**config.mk**
```make
export PLATFORM = sky130hd
export DESIGN_NAME = dbg_testpoint_mux
export DESIGN_NICKNAME = d
export VERILOG_FILES = /design/src/rtl/dbg_tp_pkg.sv /design/src/rtl/tp_strap_sync.sv /design/src/rtl/tp_capture_ctrl.sv /design/src/rtl/tp_out_mux.sv /design/src/rtl/dbg_testpoint_mux.sv
export SDC_FILE = /design/constraint.sdc
export NUM_CORES = 1
export LEC_CHECK = 0
export BUFFER_PORTS_ARGS = -buffer_cell sky130_fd_sc_hd__buf_2
export CAP_MARGIN = 25
export CORE_MARGIN = 5
export CORE_UTILIZATION = 43
export DETAILED_ROUTE_END_ITERATION = 7
export PLACE_DENSITY = 0.83
export RECOVER_POWER = 50
export SYNTH_ARGS = -nofsm -noshare
export SYNTH_HDL_FRONTEND = slang
export SYNTH_SLANG_ARGS = --single-unit
```
**constraint.sdc**
```tcl
create_clock -name clk_i -period 1.8 [get_ports clk_i]
set_input_delay 0.09 -clock clk_i [delete_from_list [all_inputs] [get_ports clk_i]]
set_output_delay 0.09 -clock clk_i [all_outputs]
set_load 0.005 [all_outputs]
```
**src/rtl/dbg_tp_pkg.sv**
```systemverilog
package dbg_tp_pkg;
  localparam int unsigned TP_W   = 8;
  localparam int unsigned CODE_W = 4;
  localparam int unsigned DCLK_W = 6;
  localparam int unsigned AUX_W  = 3;

  localparam logic [CODE_W-1:0] CODE_QUIET = 4'b0000;
  localparam logic [CODE_W-1:0] CODE_CLK   = 4'b0101;
  localparam logic [CODE_W-1:0] CODE_CAL   = 4'b1000;

  typedef enum logic [1:0] {
    MODE_QUIET = 2'd0,
    MODE_CLK   = 2'd1,
    MODE_CAL   = 2'd2
  } tp_mode_e;

  function automatic tp_mode_e decode_mode(input logic [CODE_W-1:0] code);
    unique case (code)
      CODE_CLK: decode_mode = MODE_CLK;
      CODE_CAL: decode_mode = MODE_CAL;
      default:  decode_mode = MODE_QUIET;
    endcase
  endfunction
endpackage

```
**src/rtl/tp_strap_sync.sv**
```systemverilog
module tp_strap_sync #(
  parameter int unsigned WIDTH  = 4,
  parameter int unsigned STAGES = 2
) (
  input  logic             clk_i,
  input  logic             rst_ni,
  input  logic [WIDTH-1:0] d_i,
  output logic [WIDTH-1:0] q_o
);
  logic [WIDTH-1:0] stage_q [STAGES];

  for (genvar s = 0; s < STAGES; s++) begin : g_stage
    if (s == 0) begin : g_first
      always_ff @(posedge clk_i or negedge rst_ni) begin
        if (!rst_ni) stage_q[s] <= '0;
        else         stage_q[s] <= d_i;
      end
    end else begin : g_next
      always_ff @(posedge clk_i or negedge rst_ni) begin
        if (!rst_ni) stage_q[s] <= '0;
        else         stage_q[s] <= stage_q[s-1];
      end
    end
  end

  assign q_o = stage_q[STAGES-1];
endmodule

```
**src/rtl/tp_capture_ctrl.sv**
```systemverilog
module tp_capture_ctrl #(
  parameter int unsigned CODE_W         = 4,
  parameter int unsigned CAPTURE_CYCLES = 75
) (
  input  logic              clk_i,
  input  logic              rst_ni,
  input  logic              hold_i,
  input  logic [CODE_W-1:0] strap_i,
  output logic [CODE_W-1:0] code_o,
  output logic              oe_o
);
  localparam int unsigned CNT_W = $clog2(CAPTURE_CYCLES + 1);
  localparam logic [CNT_W-1:0] CNT_LAST = CNT_W'(CAPTURE_CYCLES - 1);

  logic [CNT_W-1:0]  cnt_q;
  logic              done_q;
  logic              oe_q;
  logic [CODE_W-1:0] code_q;

  always_ff @(posedge clk_i or negedge rst_ni) begin
    if (!rst_ni) begin
      cnt_q  <= '0;
      done_q <= 1'b0;
      code_q <= '0;
    end else if (hold_i) begin
      cnt_q  <= '0;
      done_q <= 1'b0;
      code_q <= '0;
    end else if (!done_q) begin
      if (cnt_q == CNT_LAST) begin
        done_q <= 1'b1;
        code_q <= strap_i;
      end else begin
        cnt_q <= cnt_q + 1'b1;
      end
    end
  end

  // enables follow capture by one edge
  always_ff @(posedge clk_i or negedge rst_ni) begin
    if (!rst_ni)     oe_q <= 1'b0;
    else if (hold_i) oe_q <= 1'b0;
    else             oe_q <= done_q;
  end

  assign code_o = code_q;
  assign oe_o   = oe_q;

  a_r1_cnt_bound: assert property (@(posedge clk_i) disable iff (!rst_ni)
    cnt_q <= CNT_LAST);
  a_r1_oe_after_capture: assert property (@(posedge clk_i) disable iff (!rst_ni)
    $rose(oe_q) |-> $past(done_q));
  a_r2_no_oe_before_capture: assert property (@(posedge clk_i) disable iff (!rst_ni)
    !done_q |-> !oe_q);
  a_r8_code_held: assert property (@(posedge clk_i) disable iff (!rst_ni)
    (done_q && !hold_i) |=> (code_q == $past(code_q)));
endmodule

```
**src/rtl/tp_out_mux.sv**
```systemverilog
module tp_out_mux
  import dbg_tp_pkg::*;
(
  input  logic [CODE_W-1:0] code_i,
  input  logic              en_i,
  input  logic [DCLK_W-1:0] dbg_clk_i,
  input  logic [TP_W-1:0]   cal_i,
  output logic [TP_W-1:0]   tp_o
);
  tp_mode_e mode;
  assign mode = decode_mode(code_i);

  for (genvar p = 0; p < TP_W; p++) begin : g_pin
    logic clk_src;
    if (p == 0 || p == TP_W - 1) begin : g_rail
      assign clk_src = 1'b1;
    end else begin : g_clk
      assign clk_src = dbg_clk_i[p-1];
    end

    always_comb begin
      tp_o[p] = 1'b0;
      if (en_i) begin
        unique case (mode)
          MODE_CLK: tp_o[p] = clk_src;
          MODE_CAL: tp_o[p] = cal_i[p];
          default:  tp_o[p] = 1'b0;
        endcase
      end
    end
  end
endmodule

```
**src/rtl/dbg_testpoint_mux.sv**
```systemverilog
module dbg_testpoint_mux
  import dbg_tp_pkg::*;
#(
  parameter int unsigned CLK_MHZ  = 50,
  parameter int unsigned DELAY_NS = 1500
) (
  input  logic              clk_i,
  input  logic              rst_ni,
  input  logic              pwr_good_i,
  input  logic              sys_rst_i,
  input  logic [CODE_W-1:0] strap_i,
  input  logic [DCLK_W-1:0] dbg_clk_i,
  input  logic              vsync_i,
  input  logic              dly_idx_i,
  input  logic              seq_idx_i,
  input  logic              spoke_i,
  input  logic              rev_i,
  input  logic [AUX_W-1:0]  aux_i,
  output logic [TP_W-1:0]   tp_o,
  output logic [TP_W-1:0]   tp_oe_o
);
  localparam int unsigned CAPTURE_CYCLES = (CLK_MHZ * DELAY_NS) / 1000;

  logic              hold;
  logic [CODE_W-1:0] strap_sync;
  logic [CODE_W-1:0] code;
  logic              oe;
  logic [TP_W-1:0]   cal_bus;

  assign hold    = !pwr_good_i || sys_rst_i;
  assign cal_bus = {aux_i, rev_i, spoke_i, seq_idx_i, dly_idx_i, vsync_i};

  tp_strap_sync #(.WIDTH(CODE_W), .STAGES(2)) u_sync (
    .clk_i (clk_i),
    .rst_ni(rst_ni),
    .d_i   (strap_i),
    .q_o   (strap_sync)
  );

  tp_capture_ctrl #(.CODE_W(CODE_W), .CAPTURE_CYCLES(CAPTURE_CYCLES)) u_ctrl (
    .clk_i  (clk_i),
    .rst_ni (rst_ni),
    .hold_i (hold),
    .strap_i(strap_sync),
    .code_o (code),
    .oe_o   (oe)
  );

  tp_out_mux u_mux (
    .code_i   (code),
    .en_i     (oe),
    .dbg_clk_i(dbg_clk_i),
    .cal_i    (cal_bus),
    .tp_o     (tp_o)
  );

  assign tp_oe_o = {TP_W{oe}};

  a_r3_hold_clears: assert property (@(posedge clk_i) disable iff (!rst_ni)
    hold |=> (tp_oe_o == '0 && tp_o == '0));
  a_r5_clk_rails: assert property (@(posedge clk_i) disable iff (!rst_ni)
    (tp_oe_o[0] && code == CODE_CLK) |-> (tp_o[0] && tp_o[TP_W-1]));
  a_r7_unknown_quiet: assert property (@(posedge clk_i) disable iff (!rst_ni)
    (code != CODE_CLK && code != CODE_CAL) |-> (tp_o == '0));
endmodule

```
# ---- Word level (Yosys, flattened, before mapping)
# Cells that the tools add are included.
dict set report op_classes {
  eq_ne 7
  n_addsub 1
  mux 27
  n_reduce_logical 5
}
# cell n
set ops {}
lappend ops {{7-bit two-way mux} 3}
lappend ops {{1-bit one-hot mux with 2 select lines} 8}
lappend ops {{1-bit two-way mux} 12}
lappend ops {{4-bit two-way mux} 3}
lappend ops {{7-bit by 1-bit adder with 7-bit output, second input constant} 1}
lappend ops {{7-bit equality test, second input constant} 1}
lappend ops {{4-bit by 3-bit equality test with 1-bit output, second input constant} 1}
lappend ops {{4-bit equality test, second input constant} 1}
lappend ops {{2-bit != test, second input constant} 2}
lappend ops {{2-bit one-hot mux with 2 select lines} 1}
lappend ops {{2-bit AND reduction} 2}
lappend ops {{2-bit by 1-bit equality test with 1-bit output, second input constant} 1}
lappend ops {{2-bit equality test, second input constant} 1}
lappend ops {{2-bit nonzero test} 1}
lappend ops {{1-bit logical NOT} 1}
lappend ops {{1-bit logical OR} 1}
dict set report totals {
  register_bits 21
  out_inout_bits 16
  elab_cells 46
}

# ---- Longest topological paths before layout
# Gate-level depths: netlist (run 1).
dict set report logic_depth {
  ltp_word 5
  depth_mapped 6
  mapped_depth_nobuf 5
}

# ---- Modules after synthesis
# A second synthesis (run 1) with hierarchy kept.
dict set report unflattened {
  cells_unflattened 111
  area_unflattened_um2 1143.6
}
# module seq_area_each_um2 n_inst area_each_um2 cells_per_inst
set by_module_without_submodules {}
lappend by_module_without_submodules {tp_capture_ctrl 325.3 1 685.7 64}
lappend by_module_without_submodules {tp_strap_sync 200.2 1 230.2 12}
lappend by_module_without_submodules {tp_out_mux 0.0 1 161.4 26}
lappend by_module_without_submodules {dbg_testpoint_mux 0.0 1 66.3 9}

# ---- Least setup slack after synthesis (run 1)
# Ideal clock, no wire load.
dict set report synth_timing {
  path_type {flip-flop to output port}
  start {register u_ctrl.code_q[1] (netlist: u_ctrl.code_o[1])}
  end {output tp_o[0]}
  path_stages_with_launch 6
  setup_slack_ns -0.032
  required_time_ns 1.710
  arrival_ns 1.742
  path_cell_list {dfrtp_1 -> or4b_2 -> ha_1 -> nand2b_1 -> clkbuf_1 -> nor2_1}
}
dict set report synth_via {
  elab_chain_cells 5
  elab_cells_between_ends 7
}
# element line
set synth_rtl {}
lappend synth_rtl {{from (decl)} tp_capture_ctrl.sv:18} ;# logic [CODE_W-1:0] code_q;
lappend synth_rtl {{from (signal assigned)} tp_capture_ctrl.sv:32} ;# code_q <= strap_i;
lappend synth_rtl {{4-bit equality test or 4-bit by 3-bit equality test with 1-bit output (tied branches)} dbg_tp_pkg.sv:18} ;# unique case (code)
lappend synth_rtl {{2-bit one-hot mux with 2 select lines *} dbg_tp_pkg.sv:18}
lappend synth_rtl {{2-bit equality test or 2-bit by 1-bit equality test with 1-bit output (tied branches)} tp_out_mux.sv:24} ;# unique case (mode)
lappend synth_rtl {{1-bit one-hot mux with 2 select lines *} tp_out_mux.sv:24}
lappend synth_rtl {{1-bit two-way mux *} tp_out_mux.sv:23} ;# if (en_i) begin
lappend synth_rtl {{to (decl)} dbg_testpoint_mux.sv:19} ;# output logic [TP_W-1:0] tp_o,
# Mark *: on every way between the ends. The rest lies on a longest branch, timed or not.

# ---- Worst setup path in the final report (run 1)
dict set report layout_timing {
  start {register u_ctrl.code_q[2] (netlist: u_ctrl.code_o[2])}
  end {output tp_o[3]}
}
# Same word-level chain as after synthesis.

==> results of run 1 <==
[per-layer routing]
| layer | part of all wire [%] | vias up | routed length [µm] | track usage, % |
|---|---|---|---|---|
| met5 | 0 | - | 0 | 0 |
| met2 | 51 | 45 | 1200 | 26.2 |
| met4 | 1.1 | 0 | 25 | 4.11 |
| li1 | - | 446 | - | - |
| met3 | 8.9 | 6 | 212 | 2.59 |
| met1 | 39 | 428 | 934 | 16.3 |
[through the flow]
step | total power [W] | hold slack, ns | worst slack [ns]
after floorplan | 0.000507 | -0.206 | 0.00755
after global placement | 0.000540 | 0.0579 | -0.0654
after detailed placement | 0.000543 | 0.0686 | -0.159
after CTS | 0.000772 | 0.104 | -0.173
after global routing | 0.000802 | 0.129 | -0.313
final | 0.000759 | 0.110 | -0.188
[synthesized netlist by cell type (2+ instances only)]
master / number
nand3b_1: 3
ha_1: 4
nand2b_1: 4
nand3_1: 5
inv_1: 3
buf_4: 8
o21ai_0: 3
or3_1: 3
clkbuf_1: 4
o21ai_1: 4
nand2_1: 5
nor2_1: 10
mux2i_1: 2
a22oi_1: 6
a21oi_1: 10
dfrtp_1: 21
[registers in the layout, indices dropped and copies added, names as in the netlist]
name            count
u_ctrl.cnt_q        7
u_ctrl.code_o       4
u_ctrl.done_q       1
u_sync.q_o          4
u_ctrl.oe_o         1
u_sync.stage_q      4
[area by class of cell]
type                       instances  share of cell area (%)
clock inverter                     1                   0.353
inverter                           3                   0.794
tap                               30                    2.65
multi-input combinational         70                    37.9
sequential                        21                    37.0
clock buffer                       3                    1.59
timing repair buffer              47                    19.7
[kinds of logic after synthesis]
group	after synthesis
fa+ha+maj	4
flops	21
simple gates	38
buf+inv	15
compound gates	25
mux	2
xor+xnor	1
[power groups by stage]
stage	sequential, W	clock (W)	combinational [W]
final	0.000488	0.000217	0.0000540
after detailed placement	0.000498	0	0.0000456
after global routing	0.000490	0.000250	0.0000618
after CTS	0.000488	0.000228	0.0000548
after global placement	0.000497	0	0.0000433
after floorplan	0.000496	0	0.0000112
[path summary, 6_finish.rpt]
kind | end | depth (start not counted)
min in group asynchronous | u_ctrl.cnt_q[0]$_DFFE_PN0P_ | 2
max reg2reg | u_ctrl.cnt_q[1]$_DFFE_PN0P_ | 3
max | tp_o[3] | 5
max in group asynchronous | u_ctrl.code_o[3]$_DFFE_PN0P_ | 2
min | u_ctrl.cnt_q[0]$_DFFE_PN0P_ | 4
min reg2reg | u_sync.q_o[1]$_DFF_PN0_ | 0
[timing repair]
| item | 4_1_cts | 5_1_grt |
|---|---|---|
| buffers inserted | 1 | 0 |
| setup endpoints to repair | 8 | 8 |
| hold endpoints to repair | 25 | 0 |
| hold buffers | 5 | 0 |
| resized for setup | 13 | 5 |
| pin swaps | 3 | 2 |
[worst max-delay path, cell delays in order (launching register included)]
cell and delay [ns]:
dfrtp_1 0.40, or4b_4 0.57, ha_4 0.22, nand2b_4 0.18, nor2_2 0.12, buf_2 0.12
==> flow_summary.yaml, run 1 <==
synthesis:
  ys.flop_type: "dfrtp_1"
  yosysTopAreaCellShare_pct: 48.7
  ys_async_sr_fraction_pct: 100
  synth_top_area_cell: "dfrtp_1"
  synth_seq_cells: 21
  synth.area.top_cells: "dfrtp_1 (49%), buf_4 (5.6%), a21oi_1 (4.6%), ha_1 (4.6%), a22oi_1 (4.2%)"
  synth_seq_area_share_pct: 48.7
  synth-edff-count: 0
  synth_area_mm2: 0.00108
  yosysWarnings: 0
  synth_top_family_by_area: "simple AND/OR/NAND/NOR gates"
  syn_inst: 106
  synth_xor_area_share_pct: 0.812
  synthAdderAreaFrac_pct: 4.64
  yosysUniqueCellTypes: 27
  muxShareOfSynthArea_pct: 1.86
  synth_nets: 132
  postSynthAreaPerCell_um2: 10.2
  synth_compound_area_share_pct: 14.2
  synth_simple_gate_area_share_pct: 21.8
grt:
  grt_usage_pct: 14.1
  grt_pass1_vias: 908
  grt_max_degree: 22
  grt_overflow_total: 0
  grt_pass1_wl_um: 3930
  antenna_found_initial: 0
sta:
  rsz0062_at_grt: "true"
  hold_viol_final: 0
  tightest_slew_ns: 1.06
  period_share_pct: 110
  worst_slack_ns: -0.188
  max_freq_mhz: 503
  finalSetupViolCount: 8
  maxSlewHeadroom_pct: 29.0
  skew_ns: 0.00602
  fin_setup_tns_ns: -1.36
  finalMaxSlewViolations: 0
  fin_crit_ns: 1.99
floorplanning:
  dieArea_mm2: 0.00361
  die_h_um: 60.1
  core.rowCount: 18
  die_w_um: 60.1
  pin_count: 38
  start_util_pct: 44.3
  core_mm2: 0.00243
worst_setup_path:
  cp_max_fo: 8
  crit_type: "register to output port"
  cp-end-kind: "output port"
  rr_startpoint: "u_ctrl.cnt_q[2]$_DFFE_PN0P_"
  worstSetupStartpointType: "register"
  critPathLaunch: "u_ctrl.code_o[2]$_DFFE_PN0P_"
  worst-r2r-setup-slack_ns: 0.37
  crit_required_ns: 1.71
  worstPathArrival_ns: 1.90
final_layout:
  fin_nets: 172
  final_util_pct: 58.3
  drive_gt1_share_pct: 41.4
  regArea_um2: 526
  layout_common_cells: "buf_2 (36), dfrtp_1 (21), a21oi_1 (10)"
  final_common_cell: "buf_2"
  fin_area_mm2: 0.00142
  final_cells: 175
  num_antenna_cells: 0
  n_fill_cell: 211
  syn_to_final_growth_pct: 31.6
  multi_input_area_um2: 538
power:
  p_comb_share_pct: 7.1
  clkPwrFrac_pct: 28.6
  switchingPower_w: 0.000166
  pwr_density_cell_mw_per_mm2: 535
  p_seq_share_pct: 64.3
  p_int_w: 0.000593
  p_sw_share_pct: 21.9
  p_leak_nw: 0.643
  irDropWorstVdd_uv: 623
placement:
  placed_area_mm2: 0.00126
  io_buffers: 37
  gp_congestion: 0.787
  hpwl_um: 1760
  placed_cells: 165
flow_run:
  drv_cap: 0
routing:
  route.detailed.drc: 0
  via_per_inst: 5.29
  first_pass_iters: 4
  drt-wirelength-per-cell_um: 13.6
  postRouteAntennaNets: 0
  vias: 925
  wirelength_um: 2380
  drt_iter0_drc: 33
clock_network:
  clk_latency_ns: 0.29
  clockBufferDepth: 2
  root_buffer: "clkbuf_4"
  clock_sink_count: 21
  h-tree-depth: 1
  cts_inserted_buffers: 3
  cts.reportedPaths.clkPinSlew_ns: 0.11
  cts_tree: "yes"
min_path:
  hold_class: "primary input to register"
  min_from: "sys_rst_i"
run_status:
  violations: "negative setup slack"
  status: "finished with violations"
Power figures use the tool's default switching activity.
==> run 2, diff against run 1 <==
SETUP_SLACK_MARGIN = 0.05   (was default)
==> run 2 against run 1 <==
Effect of this change:
- the run still ends with negative setup slack left
- die area unchanged
- combinational power decreased by 3%
- final cell count decreased by 1.1%
- critical path depth unchanged
- clock power increased by 4%
- clock-buffer cell count unchanged
- largest cell class unchanged
- hold slack got worse by 0.016 ns
- fmax increased by 0.33%
- power increased by 0.98%
- first-iteration DRC count decreased by 12%
==> flow_summary.yaml, run 2 (same netlist as run 1, synthesis figures left out) <==
clock_network:
  clock_sink_count: 21
  cts_inserted_buffers: 3
  root_buffer: "clkbuf_4"
  clk_latency_ns: 0.31
  cts_tree: "yes"
  clockBufferDepth: 2
  cts.reportedPaths.clkPinSlew_ns: 0.11
  h-tree-depth: 1
worst_setup_path:
  worstPathArrival_ns: 1.89
  worst-r2r-setup-slack_ns: 0.37
  crit_type: "register to output port"
  reg2regPathDepth: 3
  rr_startpoint: "u_ctrl.cnt_q[2]$_DFFE_PN0P_"
  crit_required_ns: 1.71
  critPathLaunch: "u_ctrl.code_o[1]$_DFFE_PN0P_"
  cp_max_fo: 8
  regToRegEndpoint: "u_ctrl.code_o[0]$_DFFE_PN0P_"
  worstSetupStartpointType: "register"
  endpoint: "tp_o[1]"
  cp-end-kind: "output port"
routing:
  drt-wirelength-per-cell_um: 12.6
  drt_iter0_drc: 29
  route.detailed.drc: 0
  postRouteAntennaNets: 0
  first_pass_iters: 4
  wirelength_um: 2190
  vias: 892
  via_per_inst: 5.16
sta:
  period_share_pct: 110
  rsz0062_at_grt: "true"
  finalMaxSlewViolations: 0
  tightest_slew_ns: 1.06
  hold_viol_final: 0
  skew_ns: 0.00632
  finalSetupViolCount: 8
  fin_crit_ns: 1.98
  max_freq_mhz: 505
  worst_slack_ns: -0.181
  maxSlewHeadroom_pct: 29.3
final_layout:
  final_cells: 173
  layout_common_cells: "buf_2 (36), dfrtp_1 (21), a21oi_1 (10)"
  num_antenna_cells: 0
  syn_to_final_growth_pct: 29.5
  top_register: "u_ctrl.cnt_q"
  drive_gt1_share_pct: 41.3
  final_common_cell: "buf_2"
  largest_reg_flops: 7
  fin_nets: 170
  fin_area_mm2: 0.00140
flow_run:
  drv_cap: 0
grt:
  grt_max_degree: 22
  grt_usage_pct: 13.3
  antenna_found_initial: 0
  grt_pass1_wl_um: 3620
  grt_overflow_total: 0
  grt_pass1_vias: 867
placement:
  dpl_worst_slack_ns: -0.0834
  placed_cells: 162
  gp_congestion: 0.759
  placed_area_mm2: 0.00126
  hpwl_um: 1670
  io_buffers: 37
floorplanning:
  start_util_pct: 44.3
  core.rowCount: 18
  die_h_um: 60.1
  pin_count: 38
  die_w_um: 60.1
  core_mm2: 0.00243
  dieArea_mm2: 0.00361
run_status:
  status: "finished with violations"
  violations: "negative setup slack"
power:
  p_leak_nw: 0.632
  irDropWorstVdd_uv: 683
  pwr_density_cell_mw_per_mm2: 549
min_path:
  hold_class: "primary input to register"
==> run 2: changes by cell type in the layout (fill, tap and decap cells not counted), sizes merged <==
cell | previous run | this run
buf | 41 | 39
==> run 2: cell type report <==
| type | count | area (µm²) |
|---|---|---|
| well taps | 30 | 37.5 |
| multi-input cells | 70 | 538 |
| inverters | 3 | 11.3 |
| clock buffers | 3 | 22.5 |
| fillers | 204 | 1040 |
| repair buffers | 45 | 256 |
| clock inverters | 1 | 5.00 |
| flip-flops and latches | 21 | 526 |
==> run 2: through the flow <==
stage               hold WS, ns  TNS [ns]  power, W  utilization [%]
finish                   0.0949     -1.41  0.000766             57.4
global route             0.0892     -2.33  0.000807             57.4
CTS                      0.0900     -1.49  0.000780             57.5
detailed placement       0.0615    -0.591  0.000542             51.7
global placement         0.0540    -0.175  0.000539             51.7
floorplan                -0.206         0  0.000507                -
==> run 2: layer usage <==
layer	vias to the layer above	share of wire (%)	routed length (µm)	GRT usage, %
met5	-	0	0	0
met4	0	1.9	42	5.70
met3	4	10	225	2.16
met2	43	47	1020	24.5
met1	405	41	896	14.7
li1	440	-	-	-
==> run 2: worst min path at each step <==
| stage | slack (ns) | from | to | cells past startpoint |
|---|---|---|---|---|
| final | 0.09 | sys_rst_i | u_ctrl.cnt_q[1]$_DFFE_PN0P_ | 4 |
| after global routing | 0.09 | sys_rst_i | u_ctrl.cnt_q[1]$_DFFE_PN0P_ | 4 |
| after CTS | 0.09 | sys_rst_i | u_ctrl.cnt_q[1]$_DFFE_PN0P_ | 4 |
| after detailed placement | 0.06 | rst_ni | u_ctrl.cnt_q[0]$_DFFE_PN0P_ | 1 |
| after global placement | 0.05 | rst_ni | u_ctrl.cnt_q[0]$_DFFE_PN0P_ | 1 |
| after floorplan | -0.21 | rst_ni | u_ctrl.cnt_q[0]$_DFFE_PN0P_ | 0 |
==> run 2: what timing repair did <==
action	CTS	global route
endpoints found under the hold margin	25	0
endpoints found under the setup margin	8	8
setup buffers	2	0
gates resized for setup	8	0
pin swaps	1	0
hold buffers	5	0
==> run 2: power breakdown <==
group | switching, W | internal (W)
logic | 0.0000249 | 0.0000273
registers | 0.00000545 | 0.000483
clock network | 0.000143 | 0.0000831
==> run 2: critical path, stage by stage, from the launching register on <==
cell	delay, ns
dfrtp_1	0.39
or4b_4	0.56
ha_4	0.28
nand2b_4	0.19
nor2_2	0.04
buf_2	0.12
==> run 3, diff against run 2 <==
CORE_MARGIN = default   (was 5)
==> run 3 against run 2 <==
Effect of this change:
- the flow still finishes with violations (negative setup slack)
- flip-flop and latch count unchanged
- final area up 0.81%
- clock-buffer cell count stayed put
- utilization is 3.9 points higher
- critical path depth did not move
- via count fell by 1.2%
- first-iteration DRC count decreased by 59%
- wire length up 3.3%
- register-to-register slack barely moved
- power decreased by 0.71%
- clock skew shrank 0.0049 ns
- fmax down 1.3%
- highest routed layer is now met3
==> flow_summary.yaml, run 3 (same netlist as run 1, synthesis figures left out) <==
routing:
  first_pass_iters: 4
  route.detailed.drc: 0
  wirelength_um: 2260
  drt-wirelength-per-cell_um: 13.2
  drt_iter0_drc: 12
  via_per_inst: 5.15
  postRouteAntennaNets: 0
  vias: 881
power:
  p_leak_nw: 0.633
  irDropWorstVdd_uv: 551
  pwr_density_cell_mw_per_mm2: 540
  fin_total_pwr_w: 0.000761
worst_setup_path:
  worstPathArrival_ns: 1.92
  worstSetupStartpointType: "register"
  worst-r2r-setup-slack_ns: 0.37
  path_cells: "or4b_4 > ha_4 > nand2b_4 > nor2_2 > buf_2"
  crit_family: "simple AND/OR/NAND/NOR gates"
  cp_max_fo: 8
  critical_path_buf_inv_count: 1
  reg2regPathDepth: 3
  crit_required_ns: 1.71
  slowest_delay_ns: 0.56
  slowest_stage: "or4b_4"
  crit_type: "register to output port"
  regToRegEndpoint: "u_ctrl.cnt_q[1]$_DFFE_PN0P_"
  cp-end-kind: "output port"
  rr_startpoint: "u_ctrl.cnt_q[2]$_DFFE_PN0P_"
clock_network:
  clockBufferDepth: 2
  clock_sink_count: 21
  h-tree-depth: 1
  cts_tree: "yes"
  cts.reportedPaths.clkPinSlew_ns: 0.11
  root_buffer: "clkbuf_4"
  clk_latency_ns: 0.30
  cts_inserted_buffers: 3
sta:
  worst_slack_ns: -0.207
  fin_crit_ns: 2.01
  max_freq_mhz: 498
  skew_ns: 0.00137
  finalSetupViolCount: 8
  period_share_pct: 111
  maxSlewHeadroom_pct: 28.9
  tightest_slew_ns: 1.07
  finalMaxSlewViolations: 0
  hold_viol_final: 0
  holdWs_ns: 0.130
  fin_setup_tns_ns: -1.53
  rsz0062_at_grt: "true"
grt:
  grt_pass1_vias: 871
  antenna_found_initial: 0
  grt_overflow_total: 0
  grt_usage_pct: 18.8
  grt_pass1_wl_um: 3690
  grt_max_degree: 22
placement:
  dpl_worst_slack_ns: -0.0745
  io_buffers: 37
  gp_congestion: 0.800
  placed_cells: 160
  hpwl_um: 1600
final_layout:
  final_common_cell: "buf_2"
  fin_nets: 170
  final_cells: 171
  drive_gt1_share_pct: 42.0
  largest_reg_flops: 7
  syn_to_final_growth_pct: 30.5
  layout_common_cells: "buf_2 (36), dfrtp_1 (21), a21oi_1 (10)"
  n_fill_cell: 191
  num_antenna_cells: 0
  top_register: "u_ctrl.cnt_q"
min_path:
  hold_class: "primary input to register"
  min_from: "sys_rst_i"
  hold_end: "u_ctrl.cnt_q[0]$_DFFE_PN0P_"
  hold_depth: 4
floorplanning:
  die_h_um: 52.1
  core.rowCount: 17
  pin_count: 38
  dieArea_mm2: 0.00271
  die_w_um: 52.1
  start_util_pct: 46.9
  core_mm2: 0.00230
flow_run:
  drv_cap: 0
run_status:
  violations: "negative setup slack"
  status: "finished with violations"
[run 3: cell types whose count changed in the layout (fill, tap and decap cells not counted)]
cell / previous run / this run
nor2_2: 8 / 7
a22oi_1: 6 / 5
nor2_4: 0 / 1
buf_4: 3 / 2
buf_6: 0 / 1
a22oi_2: 0 / 1
[run 3: tightest hold or removal path: cells and delay by family]
family	cells	cell delay, ns
multiplexers	1	0.06
buffers and inverters	1	0.08
AND/OR/NAND/NOR	2	0.16
[run 3: worst max path at each step]
stage	depth (start not counted)	startpoint	end	slack, ns
final	5	u_ctrl.code_o[0]$_DFFE_PN0P_	tp_o[5]	-0.21
after global routing	7	u_ctrl.code_o[1]$_DFFE_PN0P_	tp_o[2]	-0.32
after CTS	5	u_ctrl.code_o[0]$_DFFE_PN0P_	tp_o[5]	-0.18
after detailed placement	5	u_ctrl.code_o[1]$_DFFE_PN0P_	tp_o[5]	-0.07
after global placement	5	u_ctrl.code_o[1]$_DFFE_PN0P_	tp_o[6]	-0.02
after floorplan	5	u_ctrl.code_o[1]$_DFFE_PN0P_	tp_o[0]	0.16
[run 3: per-layer routing]
layer | vias to the layer above | global-route usage [%] | part of all wire, %
li1 | 438 | - | -
met1 | 406 | 17.7 | 38
met2 | 37 | 39.7 | 56
met3 | 0 | 3.22 | 5.6
met4 | 0 | 4.95 | 0
met5 | - | 0 | 0
[run 3: repair_timing]
action | 4_1_cts | 5_1_grt
endpoints found under the setup margin | 8 | 8
hold buffers | 5 | 0
pin swaps | 2 | 3
setup buffers | 2 | 0
gates resized for setup | 9 | 2
hold endpoints to repair | 25 | 0
gates cloned | 0 | 0
[run 3: report_power, final]
group	switching, W	leakage, nW	internal, W
sequential	0.00000534	0.274	0.000483
combinational	0.0000260	0.342	0.0000274
clock	0.000137	0.0177	0.0000828
total	0.000168	0.633	0.000593
[run 3: layout make-up]
class	count	area [µm²]	share of cell area [%]
Clock buffer	3	22.5	1.60
Multi-Input combinational cell	70	548	38.9
Clock inverter	1	5.00	0.356
Tap cell	28	35.0	2.49
Inverter	3	11.3	0.800
Sequential cell	21	526	37.3
Timing Repair Buffer	45	260	18.5
[run 3: through the flow]
step	utilization, %	area (µm²)
6_report	61.3	1410
2_1_floorplan	-	1110
3_5_place_dp	54.6	1250
4_1_cts	60.9	1400
5_1_grt	61.3	1410
3_3_place_gp	54.6	1250
